===== config.mk =====
export PLATFORM = sky130hd
export DESIGN_NAME = fpga_frame_loader
export DESIGN_NICKNAME = d
export VERILOG_FILES = /design/src/rtl/fpga_ld_pkg.sv /design/src/rtl/fpga_ld_timer.sv /design/src/rtl/fpga_ld_wr_port.sv /design/src/rtl/fpga_frame_loader.sv
export SDC_FILE = /design/constraint.sdc
export NUM_CORES = 1
export LEC_CHECK = 0
export ABC_AREA = 0
export BUFFER_PORTS_ARGS = -buffer_cell sky130_fd_sc_hd__buf_2
export CAP_MARGIN = 15
export CELL_PAD_IN_SITES_DETAIL_PLACEMENT = 0
export CELL_PAD_IN_SITES_GLOBAL_PLACEMENT = 1
export CORE_ASPECT_RATIO = 1.25
export CORE_MARGIN = 3
export CORE_UTILIZATION = 47
export DETAILED_ROUTE_END_ITERATION = 16
export PLACE_DENSITY_LB_ADDON = 0.1
export SLEW_MARGIN = 40
export SYNTH_ARGS = -nofsm -noshare
export SYNTH_HDL_FRONTEND = slang
export SYNTH_SLANG_ARGS = --single-unit

===== constraint.sdc =====
create_clock -name clk_i -period 3.6 [get_ports clk_i]
set_clock_uncertainty 0.15 [all_clocks]
set_input_delay 0.72 -clock clk_i [delete_from_list [all_inputs] [get_ports clk_i]]
set_output_delay 0.72 -clock clk_i [all_outputs]
set_load 0.02 [all_outputs]

===== src/rtl/fpga_ld_pkg.sv =====
package fpga_ld_pkg;
  typedef enum logic [3:0] {
    ST_IDLE, ST_PROG, ST_WINIT, ST_HDR, ST_CHK,
    ST_PRE, ST_PAY, ST_TRL, ST_STUP, ST_FIN
  } ld_state_e;

  localparam int HDR_LEN  = 8;
  localparam int TRL_LEN  = 6;
  localparam int STUP_LEN = 4;

  localparam logic [7:0] PREAMBLE   = 8'h4F;
  localparam logic [7:0] CHECK_CODE = 8'h4B;
  localparam logic [7:0] FILL       = 8'hFF;

  function automatic logic [7:0] hdr_byte(input logic [2:0] i);
    case (i)
      3'd3:    hdr_byte = PREAMBLE;
      3'd4:    hdr_byte = 8'h80;
      3'd5:    hdr_byte = 8'hAF;
      3'd6:    hdr_byte = 8'h9B;
      3'd7:    hdr_byte = CHECK_CODE;
      default: hdr_byte = FILL;
    endcase
  endfunction

  function automatic logic [7:0] trl_byte(input logic [2:0] i);
    trl_byte = (i == 3'd0 || i == 3'd2) ? CHECK_CODE : FILL;
  endfunction
endpackage


===== src/rtl/fpga_ld_timer.sv =====
module fpga_ld_timer #(
  parameter int W = 16
) (
  input  logic         clk_i,
  input  logic         rst_ni,
  input  logic         load_i,
  input  logic [W-1:0] load_val_i,
  output logic         expired_o
);
  logic [W-1:0] cnt_q;

  always_ff @(posedge clk_i or negedge rst_ni) begin
    if (!rst_ni)              cnt_q <= '0;
    else if (load_i)          cnt_q <= load_val_i;
    else if (cnt_q != '0)     cnt_q <= cnt_q - 1'b1;
  end

  assign expired_o = (cnt_q == '0);
endmodule


===== src/rtl/fpga_ld_wr_port.sv =====
// Registered write port: one-cycle strobe, never two in a row.
module fpga_ld_wr_port (
  input  logic       clk_i,
  input  logic       rst_ni,
  input  logic       req_i,
  input  logic [7:0] data_i,
  output logic       ready_o,
  output logic       strobe_o,
  output logic [7:0] data_o
);
  logic       stb_q;
  logic [7:0] dat_q;

  assign ready_o = !stb_q;

  always_ff @(posedge clk_i or negedge rst_ni) begin
    if (!rst_ni) begin
      stb_q <= 1'b0;
      dat_q <= '0;
    end else begin
      stb_q <= req_i && !stb_q;
      if (req_i && !stb_q) dat_q <= data_i;
    end
  end

  assign strobe_o = stb_q;
  assign data_o   = dat_q;
endmodule


===== src/rtl/fpga_frame_loader.sv =====
module fpga_frame_loader
  import fpga_ld_pkg::*;
#(
  parameter int LEN_W         = 20,
  parameter int FRAME_BYTES   = 21,
  parameter int PROG_HOLD_CYC = 2000,     // 10 us at 200 MHz
  parameter int INIT_TMO_CYC  = 1000000   // 5 ms at 200 MHz
) (
  input  logic             clk_i,
  input  logic             rst_ni,
  input  logic             start_i,
  input  logic [LEN_W-1:0] payload_len_i,
  input  logic [7:0]       s_data_i,
  input  logic             s_valid_i,
  output logic             s_ready_o,
  input  logic             init_ni,
  input  logic             done_i,
  output logic             prog_no,
  output logic [7:0]       wr_data_o,
  output logic             wr_strobe_o,
  output logic             busy_o,
  output logic             done_o,
  output logic             error_o
);
  localparam int TMR_MAX = (PROG_HOLD_CYC > INIT_TMO_CYC) ? PROG_HOLD_CYC : INIT_TMO_CYC;
  localparam int TMR_W   = $clog2(TMR_MAX + 1);
  localparam int IDX_W   = $clog2(FRAME_BYTES);

  ld_state_e          state_q, state_d;
  logic [IDX_W-1:0]   idx_q, idx_d;
  logic [LEN_W-1:0]   rem_q, rem_d;
  logic               done_q, done_d, error_q, error_d;
  logic               tmr_load, tmr_exp;
  logic [TMR_W-1:0]   tmr_val;
  logic               em_req, em_ready, acc;
  logic [7:0]         em_data;
  logic               len_ok;

  assign len_ok = (payload_len_i % LEN_W'(FRAME_BYTES)) == '0;
  assign acc    = em_req && em_ready;

  fpga_ld_timer #(.W(TMR_W)) tmr_i (
    .clk_i      (clk_i),
    .rst_ni     (rst_ni),
    .load_i     (tmr_load),
    .load_val_i (tmr_val),
    .expired_o  (tmr_exp)
  );

  fpga_ld_wr_port wr_i (
    .clk_i    (clk_i),
    .rst_ni   (rst_ni),
    .req_i    (em_req),
    .data_i   (em_data),
    .ready_o  (em_ready),
    .strobe_o (wr_strobe_o),
    .data_o   (wr_data_o)
  );

  always_comb begin
    state_d  = state_q;
    idx_d    = idx_q;
    rem_d    = rem_q;
    done_d   = done_q;
    error_d  = error_q;
    tmr_load = 1'b0;
    tmr_val  = '0;
    em_req   = 1'b0;
    em_data  = FILL;
    unique case (state_q)
      ST_IDLE: if (start_i) begin
        done_d = 1'b0;
        if (!len_ok) error_d = 1'b1;
        else begin
          error_d  = 1'b0;
          rem_d    = payload_len_i;
          tmr_load = 1'b1;
          tmr_val  = TMR_W'(PROG_HOLD_CYC - 1);
          state_d  = ST_PROG;
        end
      end
      ST_PROG: if (tmr_exp) begin
        tmr_load = 1'b1;
        tmr_val  = TMR_W'(INIT_TMO_CYC - 1);
        state_d  = ST_WINIT;
      end
      ST_WINIT: begin
        if (init_ni) begin
          idx_d   = '0;
          state_d = ST_HDR;
        end else if (tmr_exp) begin
          error_d = 1'b1;
          state_d = ST_IDLE;
        end
      end
      ST_HDR: begin
        em_req  = 1'b1;
        em_data = hdr_byte(idx_q[2:0]);
        if (acc) begin
          idx_d = idx_q + 1'b1;
          if (idx_q == IDX_W'(HDR_LEN - 1)) begin
            idx_d   = '0;
            state_d = ST_CHK;
          end
        end
      end
      ST_CHK: begin
        idx_d   = '0;
        state_d = (init_ni && !done_i && rem_q != '0) ? ST_PRE : ST_STUP;
      end
      ST_PRE: begin
        em_req  = 1'b1;
        em_data = PREAMBLE;
        if (acc) state_d = ST_PAY;
      end
      ST_PAY: begin
        em_req  = s_valid_i;
        em_data = s_data_i;
        if (acc) begin
          rem_d = rem_q - 1'b1;
          idx_d = idx_q + 1'b1;
          if (idx_q == IDX_W'(FRAME_BYTES - 1)) begin
            idx_d   = '0;
            state_d = ST_TRL;
          end
        end
      end
      ST_TRL: begin
        em_req  = 1'b1;
        em_data = trl_byte(idx_q[2:0]);
        if (acc) begin
          idx_d = idx_q + 1'b1;
          if (idx_q == IDX_W'(TRL_LEN - 1)) state_d = ST_CHK;
        end
      end
      ST_STUP: begin
        em_req = 1'b1;
        if (acc) begin
          idx_d = idx_q + 1'b1;
          if (idx_q == IDX_W'(STUP_LEN - 1)) state_d = ST_FIN;
        end
      end
      ST_FIN: begin
        if (rem_q == '0 && done_i) done_d  = 1'b1;
        else                       error_d = 1'b1;
        state_d = ST_IDLE;
      end
      default: state_d = ST_IDLE;
    endcase
  end

  always_ff @(posedge clk_i or negedge rst_ni) begin
    if (!rst_ni) begin
      state_q <= ST_IDLE;
      idx_q   <= '0;
      rem_q   <= '0;
      done_q  <= 1'b0;
      error_q <= 1'b0;
    end else begin
      state_q <= state_d;
      idx_q   <= idx_d;
      rem_q   <= rem_d;
      done_q  <= done_d;
      error_q <= error_d;
    end
  end

  assign s_ready_o = (state_q == ST_PAY) && em_ready;
  assign prog_no   = (state_q != ST_PROG);
  assign busy_o    = (state_q != ST_IDLE);
  assign done_o    = done_q;
  assign error_o   = error_q;
endmodule


==> reports/results.txt <==
status - complete, but fails checks
violations in the final reports - setup timing
number of H-tree levels - 3
source of the worst register-to-register timing path - state_q[0]
global placer's final weighted congestion - 0.920
final-stage net count - 1523
Layout Utilization - 73.8%
Pre-Repair DR Iteration Count - 5
post-synth top area cell - sky130_fd_sc_hd__dfrtp_1
final-layout worst hold slack - 0.308 ns
count of cell types in the netlist - 108
antenna cells - 0
Syn Std Cell Area - 8250 um2
number of rows created at floorplan - 53
I/O Pins - 48
area overhead of the layout relative to synthesis - 52.3%
number of register bits inferred by synthesis - 60
DPL Wire Length - 19.9 mm
first-pass GRT wire length - 46.5 mm
floorplan die height - 154 um
warnings from Yosys - 0
list of most frequent post-synthesis cells - sky130_fd_sc_hd__nor2_1, sky130_fd_sc_hd__nand2_1, sky130_fd_sc_hd__a21oi_1, sky130_fd_sc_hd__dfrtp_1, sky130_fd_sc_hd__nor3_1
vias in the first global route - 10.0k
number of setup violations in the final report - 42
post-CTS clock slew at the launch and capture registers of the worst setup and hold paths - 0.06 ns
final count of hold timing violations - 0
antenna violations before repair - 0
top cells by area in the synthesized netlist - sky130_fd_sc_hd__dfrtp_1, sky130_fd_sc_hd__nor2_1, sky130_fd_sc_hd__nand2_1, sky130_fd_sc_hd__a21oi_1, sky130_fd_sc_hd__nor3_1
global-route congestion overflow total - 0
share of Yosys cell area claimed by the top area cell type - 18.2%
setup repair after global routing missed its margin - true
Critical Path Fanout Max - 7
clk root buf - sky130_fd_sc_hd__clkbuf_16
Startpoint Class - primary input
final WL - 27.9 mm
worst min-delay path category - primary input to async pin
count of fill cells added during filler insertion - 1336
cell with the most instances after synthesis - sky130_fd_sc_hd__nor2_1
ratio of final minimum period to clock period - 321%
cell class contributing the biggest share of worst-path delay - compound AO/OA/AOI/OAI gates
number of cells in the design after placement - 1628
worst slew margin relative to its limit - 49.0%
Sink Count - 60
worst reg-to-reg path cell count - 11
largest net degree at the start of global routing - 61
Worst EP arrival - 11.65 ns
Die Wd - 125 um
worst slew pin tran - 0.758 ns
vias after detailed routing - 10.3k
later-pin clock latency in the skew report - 0.32 ns
worst r2r dst - rem_q[19]
Syn Nets - 1179
required time of the critical path - 3.70 ns
Core Footprint - 17000 um2
count of input and output buffers - 47
layout cells sized above 1 - 39.1%
top flip-flop cell by instance count after synthesis - sky130_fd_sc_hd__dfrtp_1
die area - 19200 um2
minimum setup slack among reg-to-reg paths - 0.42 ns
sort of element at the end of the critical path - register
clock buffers created by TritonCTS - 9
total of max-cap violations - 0
post-detailed-route via-to-cell ratio - 6.04
highest achievable clock rate - 86.6 MHz
DRC violation total after the first TritonRoute iteration - 525
effective utilization at floorplan - 48.4%
post-route setup TNS - -330.55 ns
worst path bufs/invs - 11
minimum clock period - 11.54 ns
overall global routing resource usage - 27.8%
non-filler cells, final - 1700
worst-path cell with the longest stage delay - sky130_fd_sc_hd__or4_4
final max-slew violation count - 0
Worst Setup Path Type - primary input to register
number of routed nets with antenna violations - 0
library cell appearing most often on the critical path - sky130_fd_sc_hd__buf_4
slowest cell delay on critical path - 0.52 ns
number of buffers between clock root and the deepest sink - 2
post-route worst setup slack - -7.94 ns
number of enable-type register cells in the synthesized netlist - 0
number of cells produced by synthesis - 1132
DRC violation count after routing - 0
TritonCTS clock tree - built
average routed wire per standard cell - 16.4 um
syn avg cell area - 7.29 um2
part of the Yosys area used for sequential elements - 18.2%
async set-reset flop share out of synthesis - 100%
==> placed cells by master (no fill, tap or decap), drive strengths merged, types with 8 or more instances in the layout <==
cell type,count
a21o,21
mux2,10
nor2b,17
xor2,16
nor4,19
o211ai,20
and3,11
o31ai,10
nand3,49
xnor2,25
ha,13
mux2i,19
o21ai,91
nand4,8
a21oi,76
nor2,104
nor3,59
o22ai,10
o21a,14
inv,33
nand2b,16
buf,404
a41oi,8
or2,9
or3,21
and2,14
a211o,11
a211oi,11
a31oi,16
dfrtp,60
nand2,99
clkbuf,12
a22o,9
a31o,8
o2111ai,10
a22oi,11
==> stage by stage <==
step | setup WS, ns | instance area [um2]
4_1_cts | -7.59 | 12100
6_report | -7.94 | 12600
3_5_place_dp | -8.51 | 11100
3_3_place_gp | -8.31 | 11100
5_1_grt | -8.36 | 12600
2_1_floorplan | -7.75 | 8600
==> cell families after synthesis <==
kind of cell / count (synthesis) / synth area share [%]
DFF: 60 / 18.2
xor gates and xnor gates: 40 / 4.43
adders and majority gates: 17 / 2.46
buffers and inverters: 111 / 5.73
AOI/OAI and AO/OA: 415 / 36.4
and+or+nand+nor: 460 / 28.9
muxes: 29 / 3.87
==> worst max-delay path by stage <==
stage,start,end,depth (start not counted)
2_1_floorplan,payload_len_i[17],rem_q[12],47
3_3_place_gp,payload_len_i[16],rem_q[4],50
3_5_place_dp,payload_len_i[15],rem_q[3],47
4_1_cts,payload_len_i[17],tmr_i.cnt_q[16],48
5_1_grt,payload_len_i[17],rem_q[4],52
6_report,payload_len_i[15],tmr_i.cnt_q[0],50
==> repair_timing <==
action                     CTS  global route
gates cloned                 3             1
gates resized for setup     89            50
pin swaps                   51            36
setup endpoints to repair   42            42
hold buffers                 0             0
buffers inserted            29            24
==> state kept, by name (all words and copies together) (netlist names) <==
register and count:
wr_i.data_o 8, idx_q 5, tmr_i.cnt_q 20, error_o 1, rem_q 20, done_o 1, wr_i.strobe_o 1, state_q 4
==> layout make-up <==
cell class / count / area (um2) / area share [%]
Inverter: 36 / 135 / 1.08
Sequential cell: 60 / 1500 / 11.9
Timing Repair Buffer: 406 / 3160 / 25.1
Clock inverter: 4 / 75.1 / 0.597
Tap cell: 220 / 275 / 2.19
Multi-Input combinational cell: 963 / 7190 / 57.2
Clock buffer: 11 / 233 / 1.85
==> layer usage <==
layer  track usage (%)  vias up  share of wire, %
met5                 0        -                 0
met4              8.83        0               2.6
met3              2.29       71               2.8
met2              52.3      249                53
met1              33.3     4922                42
li1                  -     5019                 -
Power is left out: the tool's default activity adds up to more than one toggle a clock period on the data nets, which glitch-free logic cannot reach.
